File: src/rtl/lgt_seq_pkg.sv
package lgt_seq_pkg;

  localparam int unsigned ADDR_W = 7;

  // Delay-gate flavours: qualify-on (slow rise, fast fall) or hold-off
  // (fast rise, slow fall).
  typedef enum logic {
    GATE_ON_DELAY  = 1'b0,
    GATE_OFF_DELAY = 1'b1
  } gate_mode_e;

  typedef enum logic [1:0] {
    LED_NONE  = 2'b00,
    LED_RED   = 2'b01,
    LED_GREEN = 2'b10,
    LED_BLUE  = 2'b11
  } led_color_e;

  typedef enum int unsigned {
    OE_PWR = 0,
    OE_LED = 1,
    OE_SEL = 2,
    OE_NUM = 3
  } oe_idx_e;

endpackage

File: src/rtl/lgt_sync2.sv
module lgt_sync2 #(
  parameter int unsigned      WIDTH   = 1,
  parameter logic [WIDTH-1:0] RST_VAL = '0
) (
  input  logic             clk,
  input  logic             rst,
  input  logic [WIDTH-1:0] d_i,
  output logic [WIDTH-1:0] q_o
);

  logic [WIDTH-1:0] meta_q = RST_VAL;
  logic [WIDTH-1:0] sync_q = RST_VAL;

  always_ff @(posedge clk) begin
    if (rst) begin
      meta_q <= RST_VAL;
      sync_q <= RST_VAL;
    end else begin
      meta_q <= d_i;
      sync_q <= meta_q;
    end
  end

  assign q_o = sync_q;

endmodule

File: src/rtl/lgt_delay_gate.sv
module lgt_delay_gate #(
  parameter lgt_seq_pkg::gate_mode_e MODE   = lgt_seq_pkg::GATE_ON_DELAY,
  parameter int unsigned             CYCLES = 16
) (
  input  logic clk,
  input  logic rst,
  input  logic in_i,
  output logic out_o
);
  import lgt_seq_pkg::*;

  localparam int unsigned   CW    = (CYCLES < 2) ? 1 : $clog2(CYCLES + 1);
  localparam logic [CW-1:0] LIMIT = CW'(CYCLES);

  logic [CW-1:0] cnt_q = '0;
  logic          out_q = 1'b0;

  generate
    if (MODE == GATE_ON_DELAY) begin : g_on
      // Output rises after CYCLES consecutive high samples; any low sample
      // clears both the count and the output.
      always_ff @(posedge clk) begin
        if (rst || !in_i) begin
          cnt_q <= '0;
          out_q <= 1'b0;
        end else if (cnt_q != LIMIT) begin
          cnt_q <= cnt_q + 1'b1;
          out_q <= (cnt_q == LIMIT - 1'b1);
        end
      end
    end else begin : g_off
      // Output follows a high sample at once; after the input goes low it
      // is kept for CYCLES further samples. A high sample clears the count.
      always_ff @(posedge clk) begin
        if (rst) begin
          cnt_q <= '0;
          out_q <= 1'b0;
        end else if (in_i) begin
          cnt_q <= '0;
          out_q <= 1'b1;
        end else if (out_q) begin
          if (cnt_q == LIMIT) begin
            cnt_q <= '0;
            out_q <= 1'b0;
          end else begin
            cnt_q <= cnt_q + 1'b1;
          end
        end
      end
    end
  endgenerate

  assign out_o = out_q;

  // the counter never runs past its limit.
  p_count_capped_r1: assert property (@(posedge clk) disable iff (rst)
    cnt_q <= LIMIT);

endmodule

File: src/rtl/lgt_addr_strap.sv
module lgt_addr_strap #(
  parameter logic [lgt_seq_pkg::ADDR_W-1:0] ADDR_LO = 7'h1B,
  parameter logic [lgt_seq_pkg::ADDR_W-1:0] ADDR_HI = 7'h1D
) (
  input  logic                           clk,
  input  logic                           rst,
  input  logic                           strap_i,
  output logic [lgt_seq_pkg::ADDR_W-1:0] addr_o
);

  logic was_rst_q = 1'b1;
  logic hi_q      = 1'b0;

  always_ff @(posedge clk) begin
    was_rst_q <= rst;
    if (rst) begin
      hi_q <= 1'b0;
    end else if (was_rst_q) begin
      hi_q <= strap_i;     // single capture on the first edge out of reset
    end
  end

  assign addr_o = hi_q ? ADDR_HI : ADDR_LO;

  // once captured, the address does not move until the next reset.
  p_addr_frozen_r8: assert property (@(posedge clk) disable iff (rst)
    !was_rst_q |=> $stable(addr_o));

endmodule

File: src/rtl/lgt_pwr_led_seq.sv
module lgt_pwr_led_seq #(
  parameter int unsigned LED_QUAL_CYC  = 25_000_000,
  parameter int unsigned PWR_HOLD_CYC  = 125_000,
  parameter int unsigned BUS_QUIET_CYC = 25_000_000,
  parameter logic [6:0]  ADDR_LO       = 7'h1B,
  parameter logic [6:0]  ADDR_HI       = 7'h1D
) (
  input  logic       clk,
  input  logic       rst_n_i,
  input  logic       park_n_i,
  input  logic       led_en_i,
  input  logic       addr_strap_i,
  input  logic [1:0] led_color_i,
  output logic       pwr_en_o,
  output logic       pwr_oe_o,
  output logic       led_on_o,
  output logic       led_on_oe_o,
  output logic [1:0] led_sel_o,
  output logic       led_sel_oe_o,
  output logic [6:0] slave_addr_o,
  output logic       bus_ready_o
);
  import lgt_seq_pkg::*;

  localparam int unsigned NUM_OE = int'(OE_NUM);

  logic       rst_n_s;
  logic       rst;
  logic       park_s;
  logic       led_s;
  logic       led_qual;
  logic       pwr_hold;
  logic       bus_qual;

  logic              led_on_q = 1'b0;
  logic [1:0]        sel_q    = LED_NONE;
  logic              ready_q  = 1'b0;
  logic [NUM_OE-1:0] oe_q     = '0;

  // Reset pin: synchronised, no reset of its own, starts in reset.
  lgt_sync2 #(.WIDTH(1), .RST_VAL(1'b0)) u_rst_sync (
    .clk (clk),
    .rst (1'b0),
    .d_i (rst_n_i),
    .q_o (rst_n_s)
  );
  assign rst = ~rst_n_s;

  // Park and LED enable synchronisers, cleared by the internal reset.
  lgt_sync2 #(.WIDTH(2), .RST_VAL(2'b00)) u_in_sync (
    .clk (clk),
    .rst (rst),
    .d_i ({park_n_i, led_en_i}),
    .q_o ({park_s, led_s})
  );

  lgt_delay_gate #(.MODE(GATE_ON_DELAY), .CYCLES(LED_QUAL_CYC)) u_led_qual (
    .clk   (clk),
    .rst   (rst),
    .in_i  (led_s),
    .out_o (led_qual)
  );

  lgt_delay_gate #(.MODE(GATE_OFF_DELAY), .CYCLES(PWR_HOLD_CYC)) u_pwr_hold (
    .clk   (clk),
    .rst   (rst),
    .in_i  (park_s),
    .out_o (pwr_hold)
  );

  lgt_delay_gate #(.MODE(GATE_ON_DELAY), .CYCLES(BUS_QUIET_CYC)) u_bus_quiet (
    .clk   (clk),
    .rst   (rst),
    .in_i  (park_s),
    .out_o (bus_qual)
  );

  lgt_addr_strap #(.ADDR_LO(ADDR_LO), .ADDR_HI(ADDR_HI)) u_addr (
    .clk     (clk),
    .rst     (rst),
    .strap_i (addr_strap_i),
    .addr_o  (slave_addr_o)
  );

  // Output gating: qualification counts only on the rise; any low
  // synchronised request clears the output on the next edge.
  always_ff @(posedge clk) begin
    if (rst) begin
      led_on_q <= 1'b0;
      sel_q    <= LED_NONE;
      ready_q  <= 1'b0;
    end else begin
      led_on_q <= led_qual & led_s & park_s;
      sel_q    <= (led_qual & led_s) ? led_color_i : LED_NONE;
      ready_q  <= bus_qual & park_s;
    end
  end

  generate
    for (genvar g = 0; g < NUM_OE; g++) begin : g_oe
      always_ff @(posedge clk) begin
        oe_q[g] <= ~rst;
      end
    end
  endgenerate

  assign pwr_en_o     = pwr_hold;
  assign pwr_oe_o     = oe_q[OE_PWR];
  assign led_on_o     = led_on_q;
  assign led_on_oe_o  = oe_q[OE_LED];
  assign led_sel_o    = sel_q;
  assign led_sel_oe_o = oe_q[OE_SEL];
  assign bus_ready_o  = ready_q;

  // the LED master enable only rises after the qualifier completed.
  p_led_needs_qual_r1: assert property (@(posedge clk) disable iff (rst)
    $rose(led_on_q) |-> $past(led_qual));

  // the LED master enable is never on without modulator power.
  p_led_under_power_r2: assert property (@(posedge clk) disable iff (rst)
    led_on_q |-> pwr_hold);

  // a non-zero select needs a high LED enable on the prior edge.
  p_sel_forced_r4: assert property (@(posedge clk) disable iff (rst)
    (sel_q != LED_NONE) |-> $past(led_s));

  // a synchronised run request turns the power on by the next edge.
  p_pwr_follows_park_r5: assert property (@(posedge clk) disable iff (rst)
    park_s |=> pwr_hold);

  // the power enable only falls while park is being requested.
  p_pwr_falls_parked_r6: assert property (@(posedge clk) disable iff (rst)
    $fell(pwr_hold) |-> $past(!park_s));

  // bus ready implies the synchronised run request on the prior edge.
  p_ready_needs_park_r9: assert property (@(posedge clk) disable iff (rst)
    ready_q |-> $past(park_s));

  // while output-enables are low, every driven output is quiet.
  p_quiet_undriven_r10: assert property (@(posedge clk)
    !oe_q[OE_PWR] |-> (!pwr_hold && !led_on_q && sel_q == LED_NONE && !ready_q));

endmodule

File: config.mk
export PLATFORM = sky130hd
export DESIGN_NAME = lgt_pwr_led_seq
export DESIGN_NICKNAME = d
export VERILOG_FILES = /design/src/rtl/lgt_seq_pkg.sv /design/src/rtl/lgt_sync2.sv /design/src/rtl/lgt_delay_gate.sv /design/src/rtl/lgt_addr_strap.sv /design/src/rtl/lgt_pwr_led_seq.sv
export SDC_FILE = /design/constraint.sdc
export NUM_CORES = 1
export LEC_CHECK = 0
export ABC_AREA = 1
export BUFFER_PORTS_ARGS = -buffer_cell sky130_fd_sc_hd__buf_2
export CORE_MARGIN = 8
export CORE_UTILIZATION = 60
export DETAILED_ROUTE_END_ITERATION = 6
export PLACE_DENSITY = 0.86
export SYNTH_ARGS = -nofsm -noshare
export SYNTH_HDL_FRONTEND = slang
export SYNTH_SLANG_ARGS = --single-unit
File: constraint.sdc
create_clock -name clk -period 4.75 [get_ports clk]
set_clock_uncertainty 0.15 [all_clocks]
set_input_delay 0.475 -clock clk [delete_from_list [all_inputs] [get_ports clk]]
set_output_delay 0.475 -clock clk [all_outputs]
set_load 0.05 [all_outputs]
==> flow_summary.html <==
<table>
<tr><th>Metric</th><th>Value</th></tr>
<tr><th colspan="2">Route</th></tr>
<tr><td>Total number of vias</td><td>4,141</td></tr>
<tr><td>Total Wirelength</td><td>9840 um</td></tr>
<tr><td>Detailed router's first-iteration violation count</td><td>322</td></tr>
<tr><td>DR vias/cell</td><td>5.33</td></tr>
<tr><td>Detailed Routing Iterations Pass 1</td><td>5</td></tr>
<tr><td>Number of antenna-violating nets in the routed design</td><td>0</td></tr>
<tr><td>Drt wl/cell</td><td>12.7 um</td></tr>
<tr><td>Post-detailed-route DRC marker count</td><td>0</td></tr>
<tr><th colspan="2">Floorplanning</th></tr>
<tr><td>Height of the chip</td><td>101 um</td></tr>
<tr><td>Die area</td><td>10,200 um2</td></tr>
<tr><td>FP Rows</td><td>31</td></tr>
<tr><td>Die W</td><td>101 um</td></tr>
<tr><td>Number of placed I/O pins</td><td>22</td></tr>
<tr><td>Floorplan Core Area</td><td>7140 um2</td></tr>
<tr><td>Initial standard-cell utilization of the core</td><td>0.608</td></tr>
<tr><th colspan="2">Setup path</th></tr>
<tr><td>Number of buffer and inverter instances along the worst setup path</td><td>1</td></tr>
<tr><td>Kind of critical path</td><td>flop to output pin</td></tr>
<tr><td>Master of the slowest instance on the critical path</td><td>sky130_fd_sc_hd__dfxtp_1</td></tr>
<tr><td>Top fanout value on the critical path</td><td>14</td></tr>
<tr><td>Type of origin of the critical path</td><td>flop</td></tr>
<tr><td>WP data arrival</td><td>1.29 ns</td></tr>
<tr><td>Required time worst endpoint</td><td>4.12 ns</td></tr>
<tr><td>Critical Path Sink Type</td><td>output pin</td></tr>
<tr><td>Kind of cell adding the most delay to the critical path</td><td>flip-flops</td></tr>
<tr><td>Max incr delay on CP</td><td>0.59 ns</td></tr>
<tr><td>Critical path, cell by cell</td><td>buf_2</td></tr>
<tr><th colspan="2">Synthesis</th></tr>
<tr><td>Proportion of synthesized chip area in sequential cells</td><td>0.383</td></tr>
<tr><td>Seq cells post-synth</td><td>83</td></tr>
<tr><td>Post-Syn Area per Cell</td><td>6.60 um2</td></tr>
<tr><td>Synth top area share</td><td>0.383</td></tr>
<tr><td>Post-synthesis share of cell area spent on full adders, half adders and majority gates</td><td>0.0173</td></tr>
<tr><td>Fraction of synthesized cell area in xor and xnor cells</td><td>0.0222</td></tr>
<tr><td>Synthesis warning total</td><td>0</td></tr>
<tr><td>Fraction of the mapped netlist area in compound gates</td><td>0.0842</td></tr>
<tr><td>Number of distinct library cell variants in the gate-level netlist after synthesis</td><td>34</td></tr>
<tr><td>Cell accounting for the most synthesized area</td><td>sky130_fd_sc_hd__dfxtp_1</td></tr>
<tr><td>Post-synthesis cell count</td><td>657</td></tr>
<tr><td>Cell area after synthesis</td><td>4340 um2</td></tr>
<tr><td>Cells taking the most area after synthesis</td><td>sky130_fd_sc_hd__dfxtp_1, sky130_fd_sc_hd__nand2_1, sky130_fd_sc_hd__nor2_1, sky130_fd_sc_hd__inv_1, sky130_fd_sc_hd__a21oi_1</td></tr>
<tr><td>Multiplexer share of the synthesized area</td><td>0</td></tr>
<tr><td>Main combinational cell family by area after synthesis</td><td>simple AND/OR/NAND/NOR gates</td></tr>
<tr><td>Synth Area in Simple Gates</td><td>0.413</td></tr>
<tr><th colspan="2">Clock network</th></tr>
<tr><td>Total of cells resized after clock tree synthesis</td><td>0</td></tr>
<tr><td>Post-CTS Setup Repair Bufs</td><td>0</td></tr>
<tr><td>CTS hold repair buffers</td><td>0</td></tr>
<tr><td>TritonCTS clock tree</td><td>done</td></tr>
<tr><td>Number of clock sinks</td><td>83</td></tr>
<tr><td>Root Buffer</td><td>sky130_fd_sc_hd__clkbuf_8</td></tr>
<tr><td>Clk Latency, worst-skew pair</td><td>0.35 ns</td></tr>
<tr><td>TritonCTS Buffers</td><td>9</td></tr>
<tr><td>Maximum root-to-sink buffer count</td><td>2</td></tr>
<tr><td>Clock edge transition at the registers on the reported setup and hold paths</td><td>0.08 ns</td></tr>
<tr><td>Htree depth</td><td>3</td></tr>
<tr><th colspan="2">Final layout</th></tr>
<tr><td>Most common cell after layout, fill and taps aside</td><td>sky130_fd_sc_hd__nand2_1</td></tr>
<tr><td>Most frequent cells in the layout</td><td>sky130_fd_sc_hd__nand2_1, sky130_fd_sc_hd__nor2_1, sky130_fd_sc_hd__dfxtp_1</td></tr>
<tr><td>Summed area of non-filler cells in the final layout</td><td>4660 um2</td></tr>
<tr><td>Post-route insts no fill</td><td>777</td></tr>
<tr><td>Synth-to-layout area growth</td><td>7.50%</td></tr>
<tr><td>Net count, final</td><td>686</td></tr>
<tr><td>Antenna fix cells</td><td>0</td></tr>
<tr><td>Core Util, Final</td><td>0.653</td></tr>
<tr><td>Fraction of final layout cells sized beyond drive strength 1</td><td>0.0944</td></tr>
<tr><th colspan="2">Timing</th></tr>
<tr><td>Number of max-slew violations in the final report</td><td>0</td></tr>
<tr><td>Upper clock frequency limit</td><td>0.522 GHz</td></tr>
<tr><td>TNS Setup</td><td>0 ns</td></tr>
<tr><td>Final cycle utilization of the critical path</td><td>0.403</td></tr>
<tr><td>Number of endpoints with negative hold slack in the final report</td><td>0</td></tr>
<tr><td>Setup repair after global routing missed its margin</td><td>no</td></tr>
<tr><td>Slew of the pin with the lowest slew margin</td><td>0.661 ns</td></tr>
<tr><td>Headroom to the max-slew limit</td><td>0.559</td></tr>
<tr><td># setup viols final</td><td>0</td></tr>
<tr><td>Worst hold slack</td><td>0.0711 ns</td></tr>
<tr><td>Min cycle time layout</td><td>1.92 ns</td></tr>
<tr><th colspan="2">Placed design</th></tr>
<tr><td>Area of placed instances</td><td>4460 um2</td></tr>
<tr><td>Port Buffers</td><td>16</td></tr>
<tr><td>Final weighted congestion in routability-driven placement</td><td>0.968</td></tr>
<tr><td>HPWL after detailed placement</td><td>7360 um</td></tr>
<tr><td>Cell Count Post-Placement</td><td>761</td></tr>
<tr><th colspan="2">Global route</th></tr>
<tr><td>Via count of the first global-routing pass</td><td>3,993</td></tr>
<tr><td>Maximum number of pins on one net before global-route repair</td><td>19</td></tr>
<tr><td>Total congestion overflow after global routing</td><td>0</td></tr>
<tr><td>Total routing resource utilization after global routing</td><td>0.204</td></tr>
<tr><td>Global-route wire length before repair</td><td>17,000 um</td></tr>
<tr><td>Antenna violations before repair</td><td>0</td></tr>
<tr><th colspan="2">Power and ir drop</th></tr>
<tr><td>Cell leakage power</td><td>1.59 nW</td></tr>
<tr><td>Max rail drop VDD</td><td>0.000166 V</td></tr>
<tr><td>Power density over cell area</td><td>273 nW/um2</td></tr>
<tr><th colspan="2">Job</th></tr>
<tr><td># Max-Cap Violations</td><td>0</td></tr>
<tr><th colspan="2">Worst hold path</th></tr>
<tr><td>Hold WC Path Type</td><td>input pin to flop</td></tr>
<tr><th colspan="2">Status</th></tr>
<tr><td>Status</td><td>finished, final reports clean</td></tr>
</table>
## kinds of logic after synthesis
logic type / Yosys count
AND/OR/NAND/NOR: 405
XOR/XNOR: 11
buffers and inverters: 80
AO/OA/AOI/OAI: 70
flip-flops: 83
other: 2
adder cells (fa/ha/maj): 6
## state kept, by name (all words and copies together) (netlist names), 2 cells and up
signal and count:
u_in_sync.q_o 2, u_pwr_hold.cnt_q 17, u_led_qual.cnt_q 25, led_sel_o 2
u_bus_quiet.cnt_q 25, u_in_sync.meta_q 2
## cell type report
class,count,area (um2)
clock buffers,11,141
clock inverters,5,61.3
fillers,669,2470
inverters,66,248
multi-input cells,497,2350
flip-flops and latches,83,1660
well taps,99,124
repair buffers,16,80.1
## power by group
part           switching [mW]  leakage [nW]  internal (mW)
combinational          0.0353         0.828        0.00905
sequential            0.00575         0.671          0.701
clock                   0.261        0.0922          0.259
total                   0.302          1.59          0.969
## synth_stat cells
master	count
sky130_fd_sc_hd__nand2_1	179
sky130_fd_sc_hd__nor2_1	130
sky130_fd_sc_hd__dfxtp_1	83
sky130_fd_sc_hd__inv_1	62
sky130_fd_sc_hd__a21oi_1	45
sky130_fd_sc_hd__nand3_1	35
sky130_fd_sc_hd__o21ai_0	18
sky130_fd_sc_hd__nand3b_1	14
sky130_fd_sc_hd__nor2_2	9
sky130_fd_sc_hd__nor2_4	9
sky130_fd_sc_hd__buf_4	8
sky130_fd_sc_hd__nand2_2	8
sky130_fd_sc_hd__nand4_1	8
sky130_fd_sc_hd__xor2_1	8
sky130_fd_sc_hd__ha_1	6
sky130_fd_sc_hd__nor3_1	6
sky130_fd_sc_hd__inv_2	3
sky130_fd_sc_hd__o21a_1	3
sky130_fd_sc_hd__xnor2_1	3
sky130_fd_sc_hd__a31oi_1	2
sky130_fd_sc_hd__buf_2	2
sky130_fd_sc_hd__clkbuf_1	2
sky130_fd_sc_hd__conb_1	2
sky130_fd_sc_hd__nand3_2	2
sky130_fd_sc_hd__a21o_1	1
sky130_fd_sc_hd__and2_1	1
sky130_fd_sc_hd__buf_1	1
sky130_fd_sc_hd__buf_6	1
sky130_fd_sc_hd__clkinv_1	1
sky130_fd_sc_hd__nand2_4	1
sky130_fd_sc_hd__nand3b_2	1
sky130_fd_sc_hd__nor3b_1	1
sky130_fd_sc_hd__o21bai_1	1
sky130_fd_sc_hd__or2_0	1
## final timing paths
path / start / to / slack (ns) / cells past startpoint
max: u_pwr_hold.out_o$_SDFF_PN0_ / pwr_en_o / 2.83 / 1
min: rst_n_i / u_rst_sync.meta_q$_DFF_P_ / 0.07 / 1
max reg2reg: u_rst_sync.q_o$_DFF_P_ / u_bus_quiet.cnt_q[8]$_SDFFE_PP0P_ / 2.86 / 4
min reg2reg: u_rst_sync.meta_q$_DFF_P_ / u_rst_sync.q_o$_DFF_P_ / 0.18 / 0
## stage by stage
step / worst slack (ns) / total power [mW]
after floorplan: 3.01 / 0.761
after global placement: 2.94 / 0.766
after detailed placement: 2.90 / 0.767
after CTS: 2.83 / 1.28
after global routing: 2.62 / 1.31
final: 2.83 / 1.27
## metal layers
metal	up-vias	global-route usage	wire [um]
met5	-	0	0
met4	0	0.0767	228
met3	21	0.0407	511
met2	120	0.343	4590
met1	1912	0.249	4500
li1	2088	-	-
(Power assumes the default switching activity.)
